`config.mk`:
```
export PLATFORM = sky130hd
export DESIGN_NAME = host_mem_port
export DESIGN_NICKNAME = d
export VERILOG_FILES = /design/src/rtl/host_port_pkg.sv /design/src/rtl/host_sync.sv /design/src/rtl/host_addr_regs.sv /design/src/rtl/host_xfer_ctl.sv /design/src/rtl/host_mem_port.sv
export SDC_FILE = /design/constraint.sdc
export NUM_CORES = 1
export LEC_CHECK = 0
export BUFFER_PORTS_ARGS = -buffer_cell sky130_fd_sc_hd__buf_4
export CORE_MARGIN = 2
export CORE_UTILIZATION = 40
export CTS_BUF_LIST = sky130_fd_sc_hd__clkbuf_8
export CTS_CLUSTER_DIAMETER = 100
export DETAILED_ROUTE_END_ITERATION = 16
export PLACE_DENSITY = 0.69
export SLEW_MARGIN = 20
export SYNTH_ARGS = -nofsm -noshare
export SYNTH_HDL_FRONTEND = slang
export SYNTH_SLANG_ARGS = --single-unit
```
`constraint.sdc`:
```
create_clock -name clk -period 2 [get_ports clk]
set_input_delay 0.3 -clock clk [delete_from_list [all_inputs] [get_ports clk]]
set_output_delay 0.3 -clock clk [all_outputs]
set_load 0.02 [all_outputs]
```
`src/rtl/host_port_pkg.sv`:
```
package host_port_pkg;

    localparam int BUS_W    = 16;
    localparam int ADDR_W   = 14;
    localparam int PM_W     = 24;
    localparam int OVL_W    = 8;
    localparam int LO_W     = PM_W - BUS_W;
    localparam int TYPE_BIT = ADDR_W;
    localparam int OVL_FLAG = BUS_W - 1;

    typedef enum logic [1:0] {
        ST_IDLE,
        ST_SYNC,
        ST_ACC,
        ST_DONE
    } xfer_state_e;

    typedef enum logic {
        MEM_PM = 1'b0,
        MEM_DM = 1'b1
    } mem_type_e;

    typedef struct packed {
        logic              is_ovl;
        logic              bad_ovl;
        mem_type_e         mtype;
        logic [ADDR_W-1:0] addr;
        logic [OVL_W-1:0]  ovl;
    } latch_word_t;

    function automatic latch_word_t decode_latch(input logic [BUS_W-1:0] w);
        latch_word_t r;
        r.is_ovl  = w[OVL_FLAG];
        r.bad_ovl = w[OVL_FLAG] && (w[OVL_FLAG-1:OVL_W] != '0);
        r.mtype   = mem_type_e'(w[TYPE_BIT]);
        r.addr    = w[ADDR_W-1:0];
        r.ovl     = w[OVL_W-1:0];
        return r;
    endfunction

endpackage

```
`src/rtl/host_sync.sv`:
```
module host_sync #(
    parameter int W      = 4,
    parameter int STAGES = 2
) (
    input  logic         clk,
    input  logic         rst,
    input  logic [W-1:0] d,
    output logic [W-1:0] q,
    output logic [W-1:0] q_prev
);
    logic [W-1:0] chain [STAGES+1];

    assign chain[0] = d;

    for (genvar s = 0; s < STAGES; s++) begin : g_stage
        always_ff @(posedge clk) begin
            if (rst) chain[s+1] <= '0;
            else     chain[s+1] <= chain[s];
        end
    end

    always_ff @(posedge clk) begin
        if (rst) q_prev <= '0;
        else     q_prev <= chain[STAGES];
    end

    assign q = chain[STAGES];
endmodule

```
`src/rtl/host_addr_regs.sv`:
```
module host_addr_regs
    import host_port_pkg::*;
(
    input  logic              clk,
    input  logic              rst,
    input  logic              lat_ev,
    input  logic [BUS_W-1:0]  lat_word,
    input  logic              step,
    output logic [ADDR_W-1:0] addr,
    output mem_type_e         mtype,
    output logic [OVL_W-1:0]  ovl
);
    latch_word_t dec;
    assign dec = decode_latch(lat_word);

    always_ff @(posedge clk) begin
        if (rst) begin
            addr  <= '0;
            mtype <= MEM_PM;
            ovl   <= '0;
        end else if (lat_ev) begin
            if (!dec.is_ovl) begin
                addr  <= dec.addr;
                mtype <= dec.mtype;
            end else if (!dec.bad_ovl) begin
                ovl <= dec.ovl;
            end
        end else if (step) begin
            addr <= addr + 1'b1;
        end
    end
endmodule

```
`src/rtl/host_xfer_ctl.sv`:
```
module host_xfer_ctl
    import host_port_pkg::*;
(
    input  logic              clk,
    input  logic              rst,
    input  logic              rd_ev,
    input  logic              wr_ev,
    input  logic              clr_phase,
    input  mem_type_e         mtype,
    input  logic [ADDR_W-1:0] addr,
    input  logic [BUS_W-1:0]  wdata_in,
    input  logic [PM_W-1:0]   mem_rdata,
    output logic              idle,
    output logic              mem_req,
    output logic              mem_we,
    output logic [PM_W-1:0]   mem_wdata,
    output logic [BUS_W-1:0]  dout,
    output logic              step,
    output logic              pm0_written
);
    xfer_state_e        state;
    logic               is_wr;
    logic               phase;
    logic [BUS_W-1:0]   wdata_q;
    logic [BUS_W-1:0]   hold_hi;
    logic [LO_W-1:0]    lo_keep;
    logic               need_mem;
    logic               is_dm;

    assign is_dm    = (mtype == MEM_DM);
    assign need_mem = is_dm || (is_wr ? phase : !phase);
    assign idle     = (state == ST_IDLE);
    assign mem_req  = (state == ST_ACC) && need_mem;
    assign mem_we   = is_wr;
    assign mem_wdata = is_dm ? {{LO_W{1'b0}}, wdata_q}
                             : {hold_hi, wdata_q[LO_W-1:0]};
    assign step        = (state == ST_DONE) && (is_dm || phase);
    assign pm0_written = (state == ST_DONE) && !is_dm && phase && is_wr
                         && (addr == '0);

    always_ff @(posedge clk) begin
        if (rst) begin
            state   <= ST_IDLE;
            is_wr   <= 1'b0;
            phase   <= 1'b0;
            wdata_q <= '0;
            hold_hi <= '0;
            lo_keep <= '0;
            dout    <= '0;
        end else begin
            unique case (state)
                ST_IDLE: begin
                    if (clr_phase) phase <= 1'b0;
                    if (rd_ev || wr_ev) begin
                        is_wr   <= wr_ev;
                        wdata_q <= wdata_in;
                        state   <= ST_SYNC;
                    end
                end
                ST_SYNC: state <= ST_ACC;
                ST_ACC:  state <= ST_DONE;
                ST_DONE: begin
                    state <= ST_IDLE;
                    if (is_dm) begin
                        if (!is_wr) dout <= mem_rdata[BUS_W-1:0];
                    end else if (!phase) begin
                        phase <= 1'b1;
                        if (is_wr) begin
                            hold_hi <= wdata_q;
                        end else begin
                            dout    <= mem_rdata[PM_W-1:LO_W];
                            lo_keep <= mem_rdata[LO_W-1:0];
                        end
                    end else begin
                        phase <= 1'b0;
                        if (!is_wr) dout <= {{(BUS_W-LO_W){1'b0}}, lo_keep};
                    end
                end
                default: state <= ST_IDLE;
            endcase
        end
    end
endmodule

```
`src/rtl/host_mem_port.sv`:
```
module host_mem_port
    import host_port_pkg::*;
#(
    parameter int SYNC_STAGES = 2
) (
    input  logic              clk,
    input  logic              rst,
    input  logic              h_sel,
    input  logic              h_latch,
    input  logic              h_rd,
    input  logic              h_wr,
    input  logic [BUS_W-1:0]  h_ad_in,
    output logic [BUS_W-1:0]  h_ad_out,
    output logic              h_ad_oe,
    output logic              h_ack,
    output logic [OVL_W-1:0]  h_ovl,
    output logic              mem_req,
    output logic              mem_we,
    output logic              mem_is_dm,
    output logic [ADDR_W-1:0] mem_addr,
    output logic [PM_W-1:0]   mem_wdata,
    input  logic [PM_W-1:0]   mem_rdata,
    input  logic              boot_host,
    output logic              core_run
);
    localparam int N_STROBE = 4;

    logic [N_STROBE-1:0] s_now, s_prev;
    logic sel_q, lat_q, lat_p, rd_q, rd_p, wr_q, wr_p;
    logic lat_ev, rd_ev, wr_ev, idle, step, pm0_written;
    logic boot_done;
    mem_type_e mtype;

    host_sync #(.W(N_STROBE), .STAGES(SYNC_STAGES)) i_sync (
        .clk    (clk),
        .rst    (rst),
        .d      ({h_wr, h_rd, h_latch, h_sel}),
        .q      (s_now),
        .q_prev (s_prev)
    );

    assign {wr_q, rd_q, lat_q, sel_q} = s_now;
    assign wr_p  = s_prev[3];
    assign rd_p  = s_prev[2];
    assign lat_p = s_prev[1];

    assign lat_ev = idle && sel_q && lat_p && !lat_q;
    assign rd_ev  = sel_q && rd_q && !rd_p;
    assign wr_ev  = sel_q && wr_q && !wr_p;

    host_addr_regs i_regs (
        .clk      (clk),
        .rst      (rst),
        .lat_ev   (lat_ev),
        .lat_word (h_ad_in),
        .step     (step),
        .addr     (mem_addr),
        .mtype    (mtype),
        .ovl      (h_ovl)
    );

    host_xfer_ctl i_ctl (
        .clk         (clk),
        .rst         (rst),
        .rd_ev       (rd_ev),
        .wr_ev       (wr_ev),
        .clr_phase   (lat_ev),
        .mtype       (mtype),
        .addr        (mem_addr),
        .wdata_in    (h_ad_in),
        .mem_rdata   (mem_rdata),
        .idle        (idle),
        .mem_req     (mem_req),
        .mem_we      (mem_we),
        .mem_wdata   (mem_wdata),
        .dout        (h_ad_out),
        .step        (step),
        .pm0_written (pm0_written)
    );

    always_ff @(posedge clk) begin
        if (rst)              boot_done <= 1'b0;
        else if (pm0_written) boot_done <= 1'b1;
    end

    assign mem_is_dm = (mtype == MEM_DM);
    assign h_ack     = idle;
    assign h_ad_oe   = h_sel && h_rd;
    assign core_run  = !boot_host || boot_done;
endmodule

```
==> run_results.csv <==
group,metric,value,unit
clock_tree,cts_buffer_depth,2,
setup_path,required,1.70,ns
pwr,power.density,656,nW/um^2
clock_tree,cts_tree,"done",
global_routing,track_usage,0.212,
setup_path,r2r_slack,0.14,ns
placement,dpl_worst_slack,0.171,ns
placement,place_congestion,0.889,
synthesis,yosysWarnings,0,
floorplanning,die-width,108,um
setup_path,r2r_start,"i_ctl.state[0]$_SDFFE_PP0P_",
setup_path,r2r_cells,7,
timing,clock.fmax,530,MHz
setup_path,cp-start-kind,"flip-flop",
clock_tree,h-tree-depth,3,
outcome,status,"finished clean",
floorplanning,initial_core_util,0.414,
layout,layout_common_cells,"buf_4 (128), dfxtp_1 (94), nand2_1 (78)",
clock_tree,cts_buffers,9,
synthesis,synth-seq-cells,95,
pwr,power_frac_clock,0.345,
layout,final_cell_count_no_fill,749,
drt,first_iter_violations,310,
timing,maxSlewHeadroom,0.365,
drt,wl_per_cell,16.4,um
layout,final_cell_area,5450,um^2
layout,final_core_util,0.526,
layout,final_common_cell,"buf_4",
drt,post-route-drc-count,0,
pwr,power.switching,1.01,mW
setup_path,cp-end-kind,"primary output",
synthesis,synth_area_leader_cell,"dfxtp_1",
drt,wl,12300,um
global_routing,grt_max_degree,74,
drt,ant_nets,0,
worst_hold_path,hold-path-cell-count,2,
placement,hpwlAfterDp,9000,um
pwr,irDropWorstVdd,0.431,mV
timing,tightest_slew,0.950,ns
drt,firstDrtPassIters,5,
clock_tree,cts_setup_buffers,0,
drt,vias,4079,
layout,area_growth,26.8,%
setup_path,r2r-end,"i_regs.addr[3]$_SDFFE_PP0P_",
synthesis,syn_area,4300,um^2
layout,drive_gt1_frac,0.268,
pwr,internal-power,2.57,mW
timing,skew,0.0103,ns
synthesis,yosysUniqueCellTypes,50,
layout,diodes,0,
worst_hold_path,hold_end,"i_sync.chain[7]$_SDFF_PP0_",
timing,timing.final.crit_share,0.944,
placement,io_buffers,114,
placement,place_area,5250,um^2
clock_tree,ctsHoldBuffers,0,
placement,place_inst,733,
floorplanning,boundaryPins,115,
timing,rsz0062_at_grt,"false",
global_routing,grt_pass1_wl,19200,um
setup_path,path_cells,"buf_6, mux2_2, buf_4",
pwr,combPwrFrac,0.111,
setup_path,worstSetupPathType,"flip-flop to primary output",
pwr,p_sw_frac,0.282,
clock_tree,root_buffer,"clkbuf_8",
timing,setup-tns-final,0,ns
synthesis,ys_seq_area_frac,0.443,
clock_tree,cts_sinks,95,
timing,holdWs,0.138,ns
pwr,total_power,3.58,mW
clock_tree,cts.repair.resized,0,
floorplanning,chipHeight,108,um
global_routing,grt_overflow_total,0,
clock_tree,clk_latency,0.37,ns
synthesis,yosys.area.top_type_share,0.443,
floorplanning,coreArea,10400,um^2
worst_hold_path,min_from,"h_wr",
floorplanning,rows,37,
timing,final_max_slew_viol_count,0,
pwr,p_leak,2.27,nW
clock_tree,cts.clk_slew.worst_paths,0.10,ns
floorplanning,dieArea,11600,um^2
global_routing,antenna_found_initial,0,
layout,final_nets,661,
worst_hold_path,hold_path.class,"input port to flip-flop",
flow_run,drv_cap,0,
synthesis,netlist_instances,507,
setup_path,cp_slowest_cell,"dfxtp_1",
timing,setup-violations-final,0,
global_routing,grt_pass1_vias,3850,
synthesis,synth.avg_cell_area,8.47,um^2
timing,setup_ws,0.112,ns
timing,hold_viol,0,
timing,final.min_clock_period,1.89,ns
synthesis,syn_nets,560,
synthesis,netlist_top_cells_area,"dfxtp_1 (44%), nand2_1 (6.8%), mux2i_1 (6.1%)",
setup_path,critPathMaxFanout,29,
pwr,seqPwrFrac,0.544,
drt,vias_per_cell,5.45,
setup_path,worstPathArrival,1.59,ns
setup_path,cpPeakStageDelay,0.40,ns
## flip-flops by register name, summed over array words and instances, names as in the netlist, 4 cells and up
name           flops
i_ctl.lo_keep      8
i_regs.addr       14
i_regs.ovl         8
i_sync.chain       4
i_sync.q           4
i_ctl.wdata_q     16
i_ctl.hold_hi     16
i_ctl.dout        16
## cell usage after synthesis (all sizes together)
library cell	n
or2	1
a311oi	2
mux2i	27
and2	3
o21a	2
nor3	16
or3	2
o211ai	12
o31a	1
dfxtp	95
nor2b	24
nand2b	3
mux2	9
o221ai	1
nand4	4
inv	11
and3	6
o22ai	1
a31oi	3
a21boi	1
a32oi	1
nand2	78
a211oi	5
nor2	41
or4	1
a2111oi	1
ha	6
a221oi	9
clkinv	1
nor4	7
a21o	2
nand4b	1
nand3	26
o21ai	9
a21oi	49
o32ai	2
and4b	1
buf	19
a22oi	1
nor4b	1
clkbuf	21
a21bo	1
## layout make-up
cell class                      count  area, um^2
Fill cell                         997        4920
Multi-Input combinational cell    360        2150
Sequential cell                    95        1900
Timing Repair Buffer              130         992
Tap cell                          136         170
Clock buffer                        9         124
Clock inverter                      7        67.6
Inverter                           12        45.0
## power groups by stage
stage	combinational (mW)	clock, mW	sequential [mW]
2_1_floorplan	0.218	0	1.99
4_1_cts	0.399	1.26	1.94
3_5_place_dp	0.397	0	1.99
6_report	0.398	1.23	1.95
3_3_place_gp	0.387	0	1.99
5_1_grt	0.439	1.34	1.95
## layer usage
layer | vias up | share of wire | routed length, um | GRT usage
li1 | 1977 | - | - | -
met1 | 1911 | 0.41 | 5070 | 0.261
met2 | 159 | 0.50 | 6070 | 0.366
met3 | 32 | 0.062 | 758 | 0.0333
met4 | 0 | 0.030 | 370 | 0.0897
met5 | - | 0 | 0 | 0
## critical path, delay by kind of cell (launching register included)
family	cells	cell delay, ns
buf+inv	2	0.44
mux	1	0.39
flops	1	0.40
## kinds of logic (layout without fill, tap and decap cells)
family,count (synthesis),after routing,share of synthesized area
simple gates,215,215,0.240
compound gates,103,103,0.153
flops,95,95,0.443
buf+inv,52,158,0.0574
mux,36,36,0.0894
fa+ha+maj,6,6,0.0175
## worst max path at each step
stage                                start                           to  cells after the start
2_1_floorplan    i_regs.mtype$_SDFFE_PP0P_                      mem_req                      4
3_3_place_gp   i_ctl.state[0]$_SDFFE_PP0P_  i_regs.addr[3]$_SDFFE_PP0P_                      7
3_5_place_dp   i_ctl.state[0]$_SDFFE_PP0P_  i_regs.addr[3]$_SDFFE_PP0P_                      7
4_1_cts          i_regs.mtype$_SDFFE_PP0P_                mem_wdata[15]                      3
5_1_grt        i_ctl.state[0]$_SDFFE_PP0P_  i_regs.addr[3]$_SDFFE_PP0P_                      7
6_report         i_regs.mtype$_SDFFE_PP0P_                mem_wdata[15]                      3
Power figures use the tool's default switching activity.
